--- src/rtl/issue_group_gate.sv ---
module issue_group_gate #(
  parameter int INT_SLOTS = 2,
  parameter int CLS_W = 3
) (
  input  logic             clk,
  input  logic             rst_n,
  input  logic             cand_valid,
  input  logic [CLS_W-1:0] cand_class,
  input  logic             advance,
  output logic             take,
  output logic             refuse,
  output logic             group_closed
);
  localparam int CNT_W = $clog2(INT_SLOTS + 1);
  localparam logic [CNT_W-1:0] CNT_MAX = CNT_W'(INT_SLOTS);
  localparam logic [CLS_W-1:0] C_NONE  = CLS_W'(0);
  localparam logic [CLS_W-1:0] C_SHIFT = CLS_W'(1);
  localparam logic [CLS_W-1:0] C_CC    = CLS_W'(2);
  localparam logic [CLS_W-1:0] C_GEN   = CLS_W'(3);
  localparam logic [CLS_W-1:0] C_MEM   = CLS_W'(4);
  localparam logic [CLS_W-1:0] C_BR    = CLS_W'(5);
  localparam logic [CLS_W-1:0] C_SER   = CLS_W'(6);

  logic             p0_busy, p1_busy, mem_busy, gen_seen, closed_q;
  logic [CNT_W-1:0] int_cnt;
  logic             int_room, empty, fits;

  assign int_room = int_cnt < CNT_MAX;
  assign empty    = !p0_busy && !p1_busy && !mem_busy && !gen_seen &&
                    int_cnt == '0 && !closed_q;

  always_comb begin
    unique case (cand_class)
      C_NONE:  fits = 1'b1;
      C_SHIFT: fits = !closed_q && !p0_busy && !gen_seen && int_room;
      C_CC:    fits = !closed_q && !p1_busy && !gen_seen && int_room;
      C_GEN:   fits = !closed_q && int_room;
      C_MEM:   fits = !closed_q && !mem_busy;
      C_BR:    fits = !closed_q;
      C_SER:   fits = empty;
      default: fits = 1'b0;
    endcase
  end

  assign take         = cand_valid && !advance && fits;
  assign refuse       = cand_valid && !take;
  assign group_closed = closed_q;

  always_ff @(posedge clk) begin
    if (!rst_n || advance) begin
      p0_busy  <= 1'b0;
      p1_busy  <= 1'b0;
      mem_busy <= 1'b0;
      gen_seen <= 1'b0;
      closed_q <= 1'b0;
      int_cnt  <= '0;
    end else if (take) begin
      unique case (cand_class)
        C_SHIFT: begin p0_busy <= 1'b1; int_cnt <= int_cnt + 1'b1; end
        C_CC:    begin p1_busy <= 1'b1; int_cnt <= int_cnt + 1'b1; end
        C_GEN:   begin gen_seen <= 1'b1; int_cnt <= int_cnt + 1'b1; end
        C_MEM:   mem_busy <= 1'b1;
        C_BR, C_SER: closed_q <= 1'b1;
        default: ;
      endcase
    end
  end

  assert_one_answer_R2: assert property (@(posedge clk) disable iff (!rst_n)
    cand_valid |-> $onehot({take, refuse}));
  assert_silent_idle_R2: assert property (@(posedge clk) disable iff (!rst_n)
    !cand_valid |-> !take && !refuse);
  assert_int_cap_R3: assert property (@(posedge clk) disable iff (!rst_n)
    int_cnt <= CNT_MAX);
  assert_branch_closes_R8: assert property (@(posedge clk) disable iff (!rst_n)
    (take && cand_class == C_BR) |=> group_closed);
  assert_serial_closes_R9: assert property (@(posedge clk) disable iff (!rst_n)
    (take && cand_class == C_SER) |=> group_closed);
  assert_closed_blocks_R10: assert property (@(posedge clk) disable iff (!rst_n)
    (group_closed && take) |-> cand_class == C_NONE);
  assert_advance_wins_R11: assert property (@(posedge clk) disable iff (!rst_n)
    advance |=> !group_closed);
endmodule

--- config.mk ---
export PLATFORM = sky130hd
export DESIGN_NAME = issue_group_gate
export DESIGN_NICKNAME = d
export VERILOG_FILES = /design/src/rtl/issue_group_gate.sv
export SDC_FILE = /design/constraint.sdc
export NUM_CORES = 1
export LEC_CHECK = 0
export BUFFER_PORTS_ARGS = -buffer_cell sky130_fd_sc_hd__buf_2
export CAP_MARGIN = 0
export CELL_PAD_IN_SITES_DETAIL_PLACEMENT = 1
export CELL_PAD_IN_SITES_GLOBAL_PLACEMENT = 1
export CORE_AREA = 3 3 40 42
export CTS_BUF_LIST = sky130_fd_sc_hd__clkbuf_2 sky130_fd_sc_hd__clkbuf_4 sky130_fd_sc_hd__clkbuf_8
export DETAILED_ROUTE_END_ITERATION = 12
export DIE_AREA = 0 0 43 45
export PLACE_DENSITY = 0.77
export SLEW_MARGIN = 20
export SYNTH_ARGS = -nofsm -noshare
export SYNTH_HDL_FRONTEND = slang
export SYNTH_SLANG_ARGS = --single-unit
--- constraint.sdc ---
create_clock -name clk -period 5.18 [get_ports clk]
set_clock_uncertainty 0.15 [all_clocks]
set_input_delay 0.777 -clock clk [delete_from_list [all_inputs] [get_ports clk]]
set_output_delay 0.777 -clock clk [all_outputs]
set_load 0.01 [all_outputs]
; Yosys cells after proc, flatten, opt, wreduce, memory -nomap -nowiden
; Index checks and enable logic that the tools add are counted.
[totals]
inputBits = 7
reg_bits = 7
out_inout_bits = 3
[classes]
n_lt_le_gt_ge = 1
n_eq_ne = 6
n_reduce_logical = 35
muxes = 1
n_addsub = 1
[op_table]
columns = operator, n
row1 = logical AND 1 bit, 16
row2 = AND reduction 2 bit, 6
row3 = equality test 3 bit (second input constant), 3
row4 = logical NOT 1 bit, 8
row5 = case mux 1 bit (7 select lines), 1
row6 = equality test 3 x 2 -> 1 bit (second input constant), 2
row7 = equality test 3 x 1 -> 1 bit (second input constant), 1
row8 = logical NOT 3 bit, 1
row9 = OR reduction 3 bit, 1
row10 = adder 2 x 1 -> 2 bit (second input constant), 1
row11 = logical NOT 2 bit, 1
row12 = less-than comparator 2 bit (second input constant), 1
row13 = OR reduction 2 bit, 1
row14 = logical OR 1 bit, 1

; Longest topological paths before layout
; Gate-level depths: netlist of the first run.
[depth]
word_depth = 10
depth_mapped = 7
mapped_depth_nobuf = 7

; Least setup slack after synthesis of the first run
; Ideal clock, no wire load.
[synth_path]
kind = input port to output port
from = in cand_class[2]
to = out refuse
t_required_ps = 4253
path_slack_ps = 2484
path_buffers = 1
arrival_ps = 1769
stages = 6
cell_sequence = buf_2 nand2b_4 o31ai_2 o21ai_2 a21oi_1 nor2_1
[synth_between]
elab_chain_cells = 5
elab_cells_between_ends = 11
classes_between = eq/ne (6) / mux (1) / reduce/logical (4)
[synth_rtl]
columns = element, line_no
row1 = "start, declared", 8  ; input logic [CLS_W-1:0] cand_class,
row2 = "equality test 3 bit, or another cell as far along", 33  ; unique case (cand_class)
row3 = case mux 1 bit (7 select lines) (*), 33
row4 = logical AND 1 bit (*), 45  ; assign take = cand_valid && !advance && fits;
row5 = net take, 10  ; output logic take,
row6 = logical NOT 1 bit (*), 46  ; assign refuse = cand_valid && !take;
row7 = logical AND 1 bit (*), 46
row8 = "end, declared", 11  ; output logic refuse,
; The timed path passes the listed nets; every way through them passes the cells marked *.

; Worst setup path after layout of the first run
[layout_path]
from = in cand_class[0]
to = out refuse
[layout_between]
elab_chain_cells = 5
elab_cells_between_ends = 11
classes_between = eq/ne (6) / mux (1) / reduce/logical (4)
[layout_rtl]
columns = element, line_no
row1 = "equality test 3 bit, or another cell as far along", 33
row2 = case mux 1 bit (7 select lines) (*), 33
row3 = logical AND 1 bit (*), 45
row4 = logical NOT 1 bit (*), 46
row5 = logical AND 1 bit (*), 46
; Mark *: on every way between the ends. The rest lies on a longest branch, timed or not.

==> results.toml, run 1 <==
[placed_design]
gp_congestion = 0.735
dp_hpwl_microns = 811
placement.io_buffers = 9
placed_area_sq_um = 498
dp_slack_ns = 2.42

[final_layout]
layout.nets = 73
final_common_cell = "buf_2"
seq_area_sq_um = 140
nFillCells = 169
drive_above_1_share_pct = 32.8
syn_to_final_growth_pct = 19.2
fin_area_sq_um = 528
antenna_cells = 0
final_cell_mix = "buf_2 (9), inv_1 (7), dfxtp_1 (7), nand2_1 (6), clkbuf_4 (4)"
multi_input_area_sq_um = 268

[cts]
cts_buffer_depth = 2
cts.clk_slew.worst_paths_ns = 0.06
cts_resized = 0
root_buffer = "clkbuf_4"
cts_buffers = 3
insertion_delay_ns = 0.25
cts.hold.buffers_added = 0
cts_sinks = 7
htree_levels = 1
cts_tree = "built"
post_cts_buffers = 0

[power_and_ir_drop]
peakVddDrop_v = 0.0000737
power_density_nw_per_um2 = 250
p_leak_nw = 0.230

[floorplan]
dieHeight_microns = 45
io_pins = 10
initial_core_util_pct = 34.5
fp.dieW_microns = 43
core_area_sq_um = 1280
row_count = 13
die_area_sq_um = 1940

[detailed_routing]
postRouteAntennaNets = 0
vias = 420
drtPass1Iterations = 4
wl_per_cell_microns = 12.6
drc_errors = 0
totalWireLength_microns = 994
drt_iter0_markers = 1
vias_per_cell = 5.32

[worst_setup_path]
end_kind = "output pin"
arrival_ns = 1.82
startpoint_type = "primary input"
crit_required_ns = 4.25
path_max_fanout = 7
crit_type = "primary input to output pin"

[sta]
setup-tns-final_ns = 0
slew_violations = 0
period_share_pct = 53.1
hold_viol = 0
setup_viol = 0
slew-limit-headroom_pct = 65.6
fmax_mhz = 364
worst_pin_slew_ns = 0.515
rsz0062_at_grt = "false"
finalCriticalPeriod_ns = 2.75
setup_ws_ns = 2.43

[yosys]
ys.warnings.count = 0
ys_ff_latch = 7
synth-main-ff-cell = "dfxtp_1"
synth_edf_count = 0
synth_cells = 53
ys_types = 25
syn-num-nets = 61
postSynthAreaPerCell_sq_um = 8.36
netlist_area_sq_um = 443
synth-async-reset-ratio_pct = 0
seq_area_frac_synth_pct = 31.6

[hold_path]
hp-class = "flop to flop"

[job]
max_cap_violations = 0

[global_route]
grt_pass1_vias = 439
grt-ovfl-total = 0
grt_pass1_wl_mm = 1.87
grtUsageTotal_pct = 12.8
grt_max_degree = 10
antenna_found_initial = 0

[outcome]
outcome = "finished, final reports clean"
worst max-delay path: stages:
cell     delay, ns
buf_2         0.16
or3_1         0.33
o31ai_2       0.08
o21ai_2       0.12
a21oi_1       0.17
nor2_1        0.06
buf_2         0.14
through the flow:
step           utilization (%)  std cells  power, mW  hold WS (ns)
6_report                  41.1         79      0.132         0.310
3_3_place_gp              38.8         75     0.0755         0.291
3_5_place_dp              38.8         75     0.0760         0.307
2_1_floorplan                -         53     0.0688         0.276
4_1_cts                   41.1         79      0.134         0.319
5_1_grt                   41.1         79      0.140         0.345
registers in the layout (all words and copies together), names as in the netlist:
register and count:
p0_busy 1, group_closed 1, int_cnt 2, p1_busy 1
gen_seen 1, mem_busy 1
Yosys cell counts (2+ instances only):
library cell	n	share of area, %
dfxtp_1	7	32
inv_1	7	5.9
nand2_1	6	5.1
or3_1	3	4.2
a21oi_1	2	2.3
a311oi_1	2	4.0
nand2b_1	2	2.8
nand3_1	2	2.3
nor2_1	2	1.7
nor2b_1	2	2.8
o21ai_1	2	2.3
o31ai_2	2	5.6
o41ai_2	2	7.3
area by class of cell:
cell class	instances	area share, %
tap	15	3.55
inverter	7	4.98
multi-input combinational	37	50.7
timing repair buffer	9	8.53
sequential	7	26.5
clock buffer	4	5.69
logic make-up after synthesis:
family,count (synthesis),synth area share [%]
flops,7,31.6
compound gates,13,26.6
xor+xnor,2,3.96
simple gates,21,27.1
buf+inv,9,7.91
fa+ha+maj,1,2.82
layer usage:
layer	global-route usage, %	part of all wire [%]
met5	0	0
met4	5.42	1.9
met3	3.59	5.0
met2	20.7	46
met1	16.1	47
path summary, 6_finish.rpt:
path | startpoint | to | slack, ns | cells past startpoint
max | cand_class[0] | refuse | 2.43 | 7
min | mem_busy$_SDFFE_PP0P_ | mem_busy$_SDFFE_PP0P_ | 0.31 | 2
max reg2reg | int_cnt[1]$_SDFFE_PP0P_ | gen_seen$_SDFFE_PP0P_ | 3.40 | 7
min reg2reg | mem_busy$_SDFFE_PP0P_ | mem_busy$_SDFFE_PP0P_ | 0.31 | 2
power by group:
| part | switching (mW) | internal (mW) | total, mW | leakage (nW) |
|---|---|---|---|---|
| registers | 0.000355 | 0.0543 | 0.0547 | 0.0564 |
| logic | 0.0122 | 0.00772 | 0.0199 | 0.155 |
| clock network | 0.0224 | 0.0348 | 0.0572 | 0.0184 |
| total | 0.0349 | 0.0968 | 0.132 | 0.230 |
Power figures use the tool's default switching activity.
==> run 2, diff against run 1 <==
--- a/config.mk
+++ b/config.mk
@@ -5,15 +5,16 @@
 export SDC_FILE = /design/constraint.sdc
 export NUM_CORES = 1
 export LEC_CHECK = 0
+export ABC_AREA = 1
 export BUFFER_PORTS_ARGS = -buffer_cell sky130_fd_sc_hd__buf_2
 export CAP_MARGIN = 0
 export CELL_PAD_IN_SITES_DETAIL_PLACEMENT = 1
 export CELL_PAD_IN_SITES_GLOBAL_PLACEMENT = 1
-export CORE_AREA = 3 3 40 42
+export CORE_MARGIN = 3
+export CORE_UTILIZATION = 34
 export CTS_BUF_LIST = sky130_fd_sc_hd__clkbuf_2 sky130_fd_sc_hd__clkbuf_4 sky130_fd_sc_hd__clkbuf_8
 export DETAILED_ROUTE_END_ITERATION = 12
-export DIE_AREA = 0 0 43 45
-export PLACE_DENSITY = 0.77
+export PLACE_DENSITY = 0.84
 export SLEW_MARGIN = 20
 export SYNTH_ARGS = -nofsm -noshare
 export SYNTH_HDL_FRONTEND = slang
==> constraint.sdc (replaced) <==
create_clock -name clk -period 2.45 [get_ports clk]
set_clock_uncertainty 0.15 [all_clocks]
set_input_delay 0.3675 -clock clk [delete_from_list [all_inputs] [get_ports clk]]
set_output_delay 0.3675 -clock clk [all_outputs]
set_load 0.01 [all_outputs]
==> run 2 against run 1 <==
First-iteration DRC count grew to 4.0 times the previous value; area after synthesis is 13% higher; global-route usage is 2.2 points higher; worst setup slack worse by 2.1 ns; sequential power is 110% higher; largest cell class unchanged.
==> results.toml, run 2 <==
[floorplan]
core_area_sq_um = 1330
die_area_sq_um = 1960
row_count = 13
io_pins = 10
fp.dieW_microns = 44.3
dieHeight_microns = 44.3
initial_core_util_pct = 37.4

[sta]
setup-tns-final_ns = 0
hold_viol = 0
setup_viol = 0
fmax_mhz = 476
period_share_pct = 85.7
finalCriticalPeriod_ns = 2.10
worst_pin_slew_ns = 0.321
slew-limit-headroom_pct = 78.6
slew_violations = 0
rsz0062_at_grt = "false"

[detailed_routing]
vias = 503
drc_errors = 0
postRouteAntennaNets = 0
drtPass1Iterations = 4
vias_per_cell = 4.84
totalWireLength_mm = 1.15
wl_per_cell_microns = 11.0
drt_iter0_markers = 4

[worst_setup_path]
path_max_fanout = 9
arrival_ns = 1.58
crit_end = "refuse"
end_kind = "output pin"
crit_family = "simple AND/OR/NAND/NOR gates"
path_buf_inv = 2
crit_required_ns = 1.93
r2r_slack_ns = 0.99
worstReg2RegEnd = "int_cnt[1]$_SDFFE_PP0P_"
reg2regPathDepth = 10
startpoint_type = "flop"
max_stage_delay_ns = 0.31
r2r-start = "int_cnt[1]$_SDFFE_PP0P_"
worstSetupPathDepth = 9
slowest_stage = "dfxtp_1"
worstSetupStartpoint = "int_cnt[1]$_SDFFE_PP0P_"
path_cells = "inv_1 -> ha_1 -> nand2_1 -> nand2_1 -> nand3_4 -> nor2_8 -> and2_2 -> nor2_1 -> buf_2"
crit_type = "flop to output pin"
cp_common_cell = "nand2_1"

[yosys]
yosys.cell_count.top_type = "nand2_1"
synth_cells = 77
synth_top_cell_by_area = "dfxtp_1"
syn-num-nets = 85
synth-async-reset-ratio_pct = 0
synth-main-ff-cell = "dfxtp_1"
ys_types = 18
postSynthAreaPerCell_sq_um = 6.48
synth_common_cells = "nand2_1 (16), inv_1 (13), nor2_1 (10), dfxtp_1 (7), a21oi_1 (6)"
netlist_area_sq_um = 499
synth.area.top_cells = "dfxtp_1 (28%), nand2_1 (12%), inv_1 (9.8%)"
synth_edf_count = 0
ys.warnings.count = 0
ys_ff_latch = 7
synth_top_area_share_pct = 28.1
seq_area_frac_synth_pct = 28.1

[cts]
cts_buffers = 3
cts_sinks = 7
insertion_delay_ns = 0.25
htree_levels = 1
root_buffer = "clkbuf_4"
cts.hold.buffers_added = 0
cts_buffer_depth = 2
cts_tree = "built"
cts_resized = 0
cts.clk_slew.worst_paths_ns = 0.05
post_cts_buffers = 0

[final_layout]
layout.nets = 98
antenna_cells = 0
final_util_pct = 43.6
regMostFlops = "int_cnt"
final_cell_mix = "nand2_1 (16), inv_1 (13), nor2_1 (10), buf_2 (9), dfxtp_1 (7)"
final_common_cell = "nand2_1"
drive_above_1_share_pct = 29.2
syn_to_final_growth_pct = 16.5
largest_reg_flops = 2

[outcome]
outcome = "finished, final reports clean"

[hold_path]
hp-class = "primary input to flop"

[job]
max_cap_violations = 0

[global_route]
grtUsageTotal_pct = 15.0
grt_pass1_wl_mm = 2.07
grt_max_degree = 10
grt-ovfl-total = 0
antenna_found_initial = 0
grt_pass1_vias = 488

[power_and_ir_drop]
peakVddDrop_v = 0.000256
power_density_nw_per_um2 = 486
p_leak_nw = 0.281

[placed_design]
dp_hpwl_microns = 947
gp_congestion = 0.751
placement.io_buffers = 9
-- run 2: cell types whose count changed after synthesis, sizes merged, moves of 3 or more --
cell and change:
inv +10, o21ai -3, or3 -4, nand3 +5, a21oi +4, nand2 +15, nor2 +9, nand2b -3
-- run 2: per-stage QoR --
| stage | setup slack, ns | cells | power (mW) | area, sq um | hold WS [ns] |
|---|---|---|---|---|---|
| floorplan | 0.729 | 77 | 0.153 | 499 | 0.280 |
| global placement | 0.615 | 100 | 0.166 | 552 | 0.293 |
| detailed placement | 0.555 | 100 | 0.168 | 552 | 0.295 |
| CTS | 0.314 | 104 | 0.290 | 582 | 0.242 |
| global route | 0.251 | 104 | 0.305 | 582 | 0.290 |
| finish | 0.350 | 104 | 0.283 | 582 | 0.252 |
-- run 2: per-layer routing --
| layer | routed length [microns] | part of all wire (%) | global-route usage (%) |
|---|---|---|---|
| met1 | 515 | 45 | 18.4 |
| met2 | 528 | 46 | 22.7 |
| met3 | 60 | 5.2 | 2.44 |
| met4 | 44 | 3.8 | 12.7 |
| met5 | 0 | 0 | 0 |
-- run 2: area by class of cell --
| type | instances | area (sq um) |
|---|---|---|
| fillers | 195 | 752 |
| flip-flops and latches | 7 | 140 |
| clock buffers | 4 | 30.0 |
| repair buffers | 9 | 45.0 |
| inverters | 17 | 63.8 |
| multi-input cells | 52 | 284 |
| well taps | 15 | 18.8 |
-- run 2: logic make-up (layout without fill, tap and decap cells) --
logic type	after synthesis	after routing	synth area share, %
AND/OR/NAND/NOR	44	44	47.4
flip-flops	7	7	28.1
adder cells (fa/ha/maj)	1	1	2.51
buffers and inverters	18	30	15.0
AO/OA/AOI/OAI	7	7	7.02
-- run 2: how the worst min path moves through the flow --
stage,from,endpoint,slack (ns),cells past startpoint
after floorplan,mem_busy$_SDFFE_PP0P_,mem_busy$_SDFFE_PP0P_,0.28,2
after global placement,mem_busy$_SDFFE_PP0P_,mem_busy$_SDFFE_PP0P_,0.29,2
after detailed placement,mem_busy$_SDFFE_PP0P_,mem_busy$_SDFFE_PP0P_,0.29,2
after CTS,advance,int_cnt[0]$_SDFFE_PP0P_,0.24,4
after global routing,advance,int_cnt[1]$_SDFFE_PP0P_,0.29,4
final,advance,int_cnt[0]$_SDFFE_PP0P_,0.25,4
-- run 2: worst min-delay path, stage by stage --
cell and delay, ns:
buf_2 0.09, nor2_1 0.06, nand2_1 0.06, nor2_1 0.03
-- run 2: power breakdown --
part           switching (mW)  internal, mW
sequential           0.000640         0.115
clock                  0.0440        0.0733
combinational          0.0317        0.0177
